File: src/rtl/dlcal_pkg.sv
// Shared field positions, types and reset values for the delay-line
// calibration scheduler. Assumes a 32-bit register word split into four
// 8-bit configuration fields.
package dlcal_pkg;
    localparam int REG_W   = 32;
    localparam int FIELD_W = REG_W / 4;

    // Control word bit positions (software decodes these)
    localparam int B_RECAL = 7;
    localparam int B_USE   = 6;
    localparam int B_AUTO  = 5;
    localparam int B_INH   = 4;

    typedef enum logic [1:0] {
        PER_SHORT = 2'b00,
        PER_MID   = 2'b01,
        PER_LONG  = 2'b10,
        PER_OFF   = 2'b11
    } per_code_e;

    typedef struct packed {
        logic      use_act;
        logic      auto_en;
        logic      inhibit;
        per_code_e period;
    } ctrl_t;

    localparam ctrl_t CTRL_RST = '{use_act: 1'b0, auto_en: 1'b1,
                                   inhibit: 1'b0, period: PER_MID};
endpackage

File: src/rtl/dlcal_period_timer.sv
// Periodic trigger source. Counts system clocks while auto-calibration is
// enabled and emits a one-cycle fire when the selected interval elapses.
// Assumes P0 < P1 < P2, each at least 2. Code 11 holds the count at zero.
module dlcal_period_timer #(
    parameter int P0 = 10000,
    parameter int P1 = 1000000,
    parameter int P2 = 10000000
) (
    input  logic                 clk,
    input  logic                 rst_n,
    input  logic                 enable,
    input  dlcal_pkg::per_code_e period,
    input  logic                 restart,
    output logic                 fire
);
    import dlcal_pkg::*;

    localparam int CNT_W = $clog2(P2);

    logic [CNT_W-1:0] cnt;
    logic [CNT_W-1:0] limit;
    logic             active;

    // Select the terminal count for the current period code
    always_comb begin
        case (period)
            PER_SHORT: limit = CNT_W'(P0 - 1);
            PER_MID:   limit = CNT_W'(P1 - 1);
            PER_LONG:  limit = CNT_W'(P2 - 1);
            default:   limit = '0;
        endcase
    end

    assign active = enable && (period != PER_OFF);
    assign fire   = active && !restart && (cnt == limit);

    // Interval counter: cleared on restart, when idle, or at terminal count
    always_ff @(posedge clk) begin
        if (!rst_n) begin
            cnt <= '0;
        end else if (restart || !active || cnt == limit) begin
            cnt <= '0;
        end else begin
            cnt <= cnt + 1'b1;
        end
    end
endmodule

File: src/rtl/dlcal_run_ctrl.sv
// Run sequencer. Starts one measurement at a time, holds at most one
// trigger that arrives during a run and tracks whether a software request
// is outstanding. Assumes meas_done is not raised in the start cycle.
module dlcal_run_ctrl (
    input  logic clk,
    input  logic rst_n,
    input  logic sw_trig,
    input  logic per_trig,
    input  logic meas_done,
    output logic meas_start,
    output logic busy,
    output logic pend,
    output logic recal_busy
);
    logic run_sw;
    logic sw_req;
    logic trig;

    assign trig       = sw_trig || per_trig;
    assign recal_busy = sw_req || (busy && run_sw);

    // Start, complete and queue runs
    always_ff @(posedge clk) begin
        if (!rst_n) begin
            busy       <= 1'b0;
            pend       <= 1'b0;
            run_sw     <= 1'b0;
            sw_req     <= 1'b0;
            meas_start <= 1'b0;
        end else begin
            meas_start <= 1'b0;
            if (!busy) begin
                if (trig) begin
                    busy       <= 1'b1;
                    meas_start <= 1'b1;
                    run_sw     <= sw_trig;
                end
            end else if (meas_done) begin
                if (pend || trig) begin
                    meas_start <= 1'b1;
                    run_sw     <= sw_req || (sw_trig && !pend);
                    sw_req     <= 1'b0;
                    pend       <= 1'b0;
                end else begin
                    busy   <= 1'b0;
                    run_sw <= 1'b0;
                end
            end else if (trig && !pend) begin
                pend   <= 1'b1;
                sw_req <= sw_trig;
            end
        end
    end
endmodule

File: src/rtl/dlcal_regs.sv
// Register storage for the control and configuration words and the read
// multiplexer. A direct write of the actual delay takes precedence over a
// calibration result in the same cycle; the inhibit bit blocks results.
module dlcal_regs (
    input  logic                              clk,
    input  logic                              rst_n,
    input  logic                              ctrl_wr,
    input  logic                              cfg_wr,
    input  dlcal_pkg::ctrl_t                  ctrl_in,
    input  logic [dlcal_pkg::FIELD_W-1:0]     tgt_in,
    input  logic [dlcal_pkg::FIELD_W-1:0]     act_in,
    input  logic                              res_valid,
    input  logic [dlcal_pkg::FIELD_W-1:0]     res_bufs,
    input  logic [dlcal_pkg::FIELD_W-1:0]     res_half,
    input  logic                              recal_busy,
    input  logic                              rd_sel,
    output dlcal_pkg::ctrl_t                  ctrl_q,
    output logic [dlcal_pkg::FIELD_W-1:0]     tgt_q,
    output logic [dlcal_pkg::FIELD_W-1:0]     act_q,
    output logic [dlcal_pkg::REG_W-1:0]       rdata
);
    import dlcal_pkg::*;

    logic [FIELD_W-1:0] bufs_q;
    logic [FIELD_W-1:0] half_q;

    // Control word storage
    always_ff @(posedge clk) begin
        if (!rst_n) begin
            ctrl_q <= CTRL_RST;
        end else if (ctrl_wr) begin
            ctrl_q <= ctrl_in;
        end
    end

    // Software target and hardware-measured fields
    always_ff @(posedge clk) begin
        if (!rst_n) begin
            tgt_q  <= '0;
            bufs_q <= '0;
            half_q <= '0;
        end else begin
            if (cfg_wr) begin
                tgt_q <= tgt_in;
            end
            if (res_valid) begin
                bufs_q <= res_bufs;
                half_q <= res_half;
            end
        end
    end

    // Actual delay: direct write first, then an uninhibited result
    always_ff @(posedge clk) begin
        if (!rst_n) begin
            act_q <= '0;
        end else if (cfg_wr) begin
            act_q <= act_in;
        end else if (res_valid && !ctrl_q.inhibit) begin
            act_q <= res_bufs;
        end
    end

    // Read multiplexer with reserved control bits forced to zero
    always_comb begin
        if (rd_sel) begin
            rdata = {half_q, tgt_q, bufs_q, act_q};
        end else begin
            rdata = '0;
            rdata[B_RECAL] = recal_busy;
            rdata[B_USE]   = ctrl_q.use_act;
            rdata[B_AUTO]  = ctrl_q.auto_en;
            rdata[B_INH]   = ctrl_q.inhibit;
            rdata[1:0]     = ctrl_q.period;
        end
    end
endmodule

File: src/rtl/dlcal_sched.sv
// Top of the delay-line calibration scheduler. Decodes register writes
// into triggers and field updates, combines the software and periodic
// trigger sources under the use-direct-delay override, and hands runs to
// an external measurement engine. Assumes single-cycle register writes.
module dlcal_sched #(
    parameter int P0 = 10000,
    parameter int P1 = 1000000,
    parameter int P2 = 10000000
) (
    input  logic        clk,
    input  logic        rst_n,
    input  logic        reg_wr,
    input  logic        reg_addr,
    input  logic [31:0] reg_wdata,
    output logic [31:0] reg_rdata,
    output logic        meas_start,
    output logic [7:0]  meas_target,
    input  logic        meas_done,
    input  logic [7:0]  meas_bufs,
    input  logic [7:0]  meas_half,
    output logic [7:0]  dly_out
);
    import dlcal_pkg::*;

    logic   ctrl_wr;
    logic   cfg_wr;
    ctrl_t  ctrl_in;
    ctrl_t  ctrl_q;
    logic   sw_trig;
    logic   per_fire;
    logic   per_trig;
    logic   run_busy;
    logic   run_pend;
    logic   recal_busy;
    logic   res_valid;
    logic   wr_unused;

    assign ctrl_wr = reg_wr && !reg_addr;
    assign cfg_wr  = reg_wr &&  reg_addr;

    // Unpack a control write into the stored fields
    always_comb begin
        ctrl_in.use_act = reg_wdata[B_USE];
        ctrl_in.auto_en = reg_wdata[B_AUTO];
        ctrl_in.inhibit = reg_wdata[B_INH];
        ctrl_in.period  = per_code_e'(reg_wdata[1:0]);
    end

    assign wr_unused = ^{reg_wdata[31:24], reg_wdata[15:8], reg_wdata[3:2]};

    assign sw_trig   = ctrl_wr && reg_wdata[B_RECAL] && !reg_wdata[B_USE];
    assign per_trig  = per_fire && !ctrl_q.use_act;
    assign res_valid = meas_done && run_busy;

    dlcal_period_timer #(.P0(P0), .P1(P1), .P2(P2)) u_timer (
        .clk     (clk),
        .rst_n   (rst_n),
        .enable  (ctrl_q.auto_en),
        .period  (ctrl_q.period),
        .restart (ctrl_wr),
        .fire    (per_fire)
    );

    dlcal_run_ctrl u_run (
        .clk        (clk),
        .rst_n      (rst_n),
        .sw_trig    (sw_trig),
        .per_trig   (per_trig),
        .meas_done  (meas_done),
        .meas_start (meas_start),
        .busy       (run_busy),
        .pend       (run_pend),
        .recal_busy (recal_busy)
    );

    dlcal_regs u_regs (
        .clk        (clk),
        .rst_n      (rst_n),
        .ctrl_wr    (ctrl_wr),
        .cfg_wr     (cfg_wr),
        .ctrl_in    (ctrl_in),
        .tgt_in     (reg_wdata[23:16]),
        .act_in     (reg_wdata[7:0]),
        .res_valid  (res_valid),
        .res_bufs   (meas_bufs),
        .res_half   (meas_half),
        .recal_busy (recal_busy),
        .rd_sel     (reg_addr),
        .ctrl_q     (ctrl_q),
        .tgt_q      (meas_target),
        .act_q      (dly_out),
        .rdata      (reg_rdata)
    );
endmodule

File: config.mk
export PLATFORM = sky130hd
export DESIGN_NAME = dlcal_sched
export DESIGN_NICKNAME = d
export VERILOG_FILES = /design/src/rtl/dlcal_pkg.sv /design/src/rtl/dlcal_period_timer.sv /design/src/rtl/dlcal_run_ctrl.sv /design/src/rtl/dlcal_regs.sv /design/src/rtl/dlcal_sched.sv
export SDC_FILE = /design/constraint.sdc
export NUM_CORES = 1
export LEC_CHECK = 0
export BUFFER_PORTS_ARGS = -buffer_cell sky130_fd_sc_hd__buf_2
export CAP_MARGIN = 25
export CELL_PAD_IN_SITES_DETAIL_PLACEMENT = 1
export CELL_PAD_IN_SITES_GLOBAL_PLACEMENT = 1
export CORE_ASPECT_RATIO = 1.1
export CORE_MARGIN = 2
export CORE_UTILIZATION = 39
export DETAILED_ROUTE_END_ITERATION = 6
export PLACE_DENSITY_LB_ADDON = 0.1
export SETUP_SLACK_MARGIN = 0.1
export SYNTH_ARGS = -nofsm -noshare
export SYNTH_HDL_FRONTEND = slang
export SYNTH_SLANG_ARGS = --single-unit
File: constraint.sdc
create_clock -name clk -period 4.14 [get_ports clk]
set_input_delay 1.035 -clock clk [delete_from_list [all_inputs] [get_ports clk]]
set_output_delay 1.035 -clock clk [all_outputs]
set_load 0.005 [all_outputs]
==> metrics.txt <==
outcome=finished clean; unrepaired setup endpoints after global routing=false; Setup TNS Final=0 ns; row count=34; initial antenna violation count=0; Placement Cell Area=3620 um^2; # hold bufs at CTS=0; endpoints failing setup=0; Pleak=1.62 nW; Final Total Pwr=1.40 mW; worst hold path type=reg -> reg; Hold Vio Cnt, Final=0; clk root buf=clkbuf_8; largest net degree at the start of global routing=40; vias=2969; Synth Instances=388; Post-synth EDFFs=0; synthesized net count=447; Post-CTS Setup Bufs=0; Clock Skews=0.0119 ns; DR DRC count=0; top-area cell type share of the netlist area=42.4%; first-pass GRT wire length=13.7 mm; Ports=102; drt initial violations=118; Hold Slack=0.449 ns; CTS max path bufs=2; sequential-to-total area share from yosys stat=42.4%; Non-Filler Instances=581; chip height=97.7 um; die area=8720 um^2; top-count cell post-synth=nand2_1; antenna cell count=0; largest cells by area after synthesis=dfxtp_1 42%, nand2_1 10%, and2_1 5.8%; Yosys top cell by area=dfxtp_1; peak supply drop=0.219 mV; Num CTS Buffers=9; total wire length=8.40 mm; starting density of the core=39.8%; Finished Cell Area=3840 um^2; dpl hpwl=6.10 mm; asr flop ratio synth=0%; PD cells=365 nW/um^2; Core Region=7830 um^2; register bit count reported by yosys=66; Tot GR Track Use=19.9%; Antenna Nets Post-Route=0; Peak Freq=0.324 GHz; GRT overflow=0; Worst slew margin=55.1%; IO Port Bufs=85; clock latency on the worst-skew pair=0.34 ns; GPL Wtd Cong=0.787; Max Slew Vio Count=0; Max FO, Critical Path=39; vias in the first global route=2867; Arr. time, crit path=2.05 ns; ys flop type=dfxtp_1; cell count after placement=566; drt pass-1 iters=4; CTS clk-pin slew, worst paths=0.07 ns; Post-Syn Area=3110 um^2; Worst Tran Pin Value=0.673 ns; Critical Path End Type=primary output; CTS sink count=66; final layout net count=528; Die Wd=89.2 um; synth cell count leaders=84 x nand2_1, 66 x dfxtp_1, 43 x nor2_1, 30 x a21oi_1, 29 x and2_1; CTS tree=yes; Via density=5.11; CP startpoint kind=input port; Crit Path Class=in -> out; Worst Path Required=3.11 ns; Synth Area per Inst=8.03 um^2; YS warnings=0; Period minus WS final=3.08 ns; fraction of layout cells with a size suffix above 1=24.5%; fin crit share=74.5%; Area Overhead vs Synth=23.4%; H-tree levels=3; CTS resizes=0; synth unique cells=42; Routed WL per cell=14.5 um; MaxCap Viol Count=0
==> cell families (layout without fill, tap and decap cells) <==
| kind of cell | Yosys count | after routing | share of synthesized area [%] |
|---|---|---|---|
| simple gates | 203 | 203 | 30.5 |
| flops | 66 | 66 | 42.4 |
| compound gates | 58 | 58 | 12.5 |
| buf+inv | 26 | 111 | 3.66 |
| xor+xnor | 25 | 25 | 7.03 |
| fa+ha+maj | 6 | 6 | 2.41 |
| mux | 4 | 4 | 1.41 |
==> path summary, 6_finish.rpt <==
path,slack [ns],startpoint,to,cells past startpoint
setup reg to reg,1.67,u_regs.ctrl_q[0],u_timer.cnt[4],6
setup / recovery,1.06,reg_addr,reg_rdata[6],3
hold / removal,0.45,u_regs.half_q[7],u_regs.half_q[7],2
hold reg to reg,0.45,u_regs.half_q[7],u_regs.half_q[7],2
==> layer usage <==
| layer | vias to the layer above | routed length, um | global-route usage (%) |
|---|---|---|---|
| met3 | 14 | 332 | 4.25 |
| met2 | 63 | 4020 | 32.4 |
| li1 | 1475 | - | - |
| met1 | 1417 | 3870 | 25.4 |
| met5 | - | 0 | 0 |
| met4 | 0 | 176 | 7.58 |
==> sequential cells by signal, summed over array words and instances (netlist names) <==
register          cells
u_run.pend            1
u_run.meas_start      1
u_run.sw_req          1
u_regs.ctrl_q         5
u_timer.cnt          24
u_regs.tgt_q          8
u_run.run_sw          1
u_run.busy            1
u_regs.bufs_q         8
u_regs.half_q         8
u_regs.act_q          8
==> worst max-delay path, cell delays in order <==
cell and delay (ns):
buf_2 0.48, mux2_2 0.40, buf_2 0.13
==> layout by cell type, fill, tap and decap left out, types with 3 or more instances in the layout <==
cell type,synthesis,layout
buf_2,1,85
nand2_1,84,84
dfxtp_1,66,66
nor2_1,43,43
a21oi_1,30,30
and2_1,29,29
xor2_1,16,16
nand3_1,12,12
clkbuf_8,0,11
xnor2_1,9,9
a311oi_1,8,8
nand4_1,8,8
inv_1,7,7
o21ai_0,6,6
nor3_1,6,6
ha_1,6,6
and3_1,5,5
nor4_1,4,4
buf_4,0,4
mux2_2,3,3
and3_2,3,3
==> power breakdown <==
| part | internal (mW) | switching [mW] |
|---|---|---|
| sequential | 0.651 | 0.0141 |
| clock | 0.369 | 0.244 |
| combinational | 0.0521 | 0.0726 |
==> cell type report <==
cell class                      instances  area (um^2)
Clock buffer                           11          151
Tap cell                              108          135
Inverter                                7         26.3
Clock inverter                          4         75.1
Multi-Input combinational cell        296         1680
Timing Repair Buffer                   89          455
Sequential cell                        66         1320
Fill cell                            1033         3980
==> through the flow <==
step	setup WS, ns	util, %
after CTS	1.04	49.1
final	1.06	49.1
after global routing	0.981	49.1
after detailed placement	1.04	46.2
after floorplan	1.51	-
after global placement	1.05	46.2
Note: power is estimated with default switching activity, not from simulation.
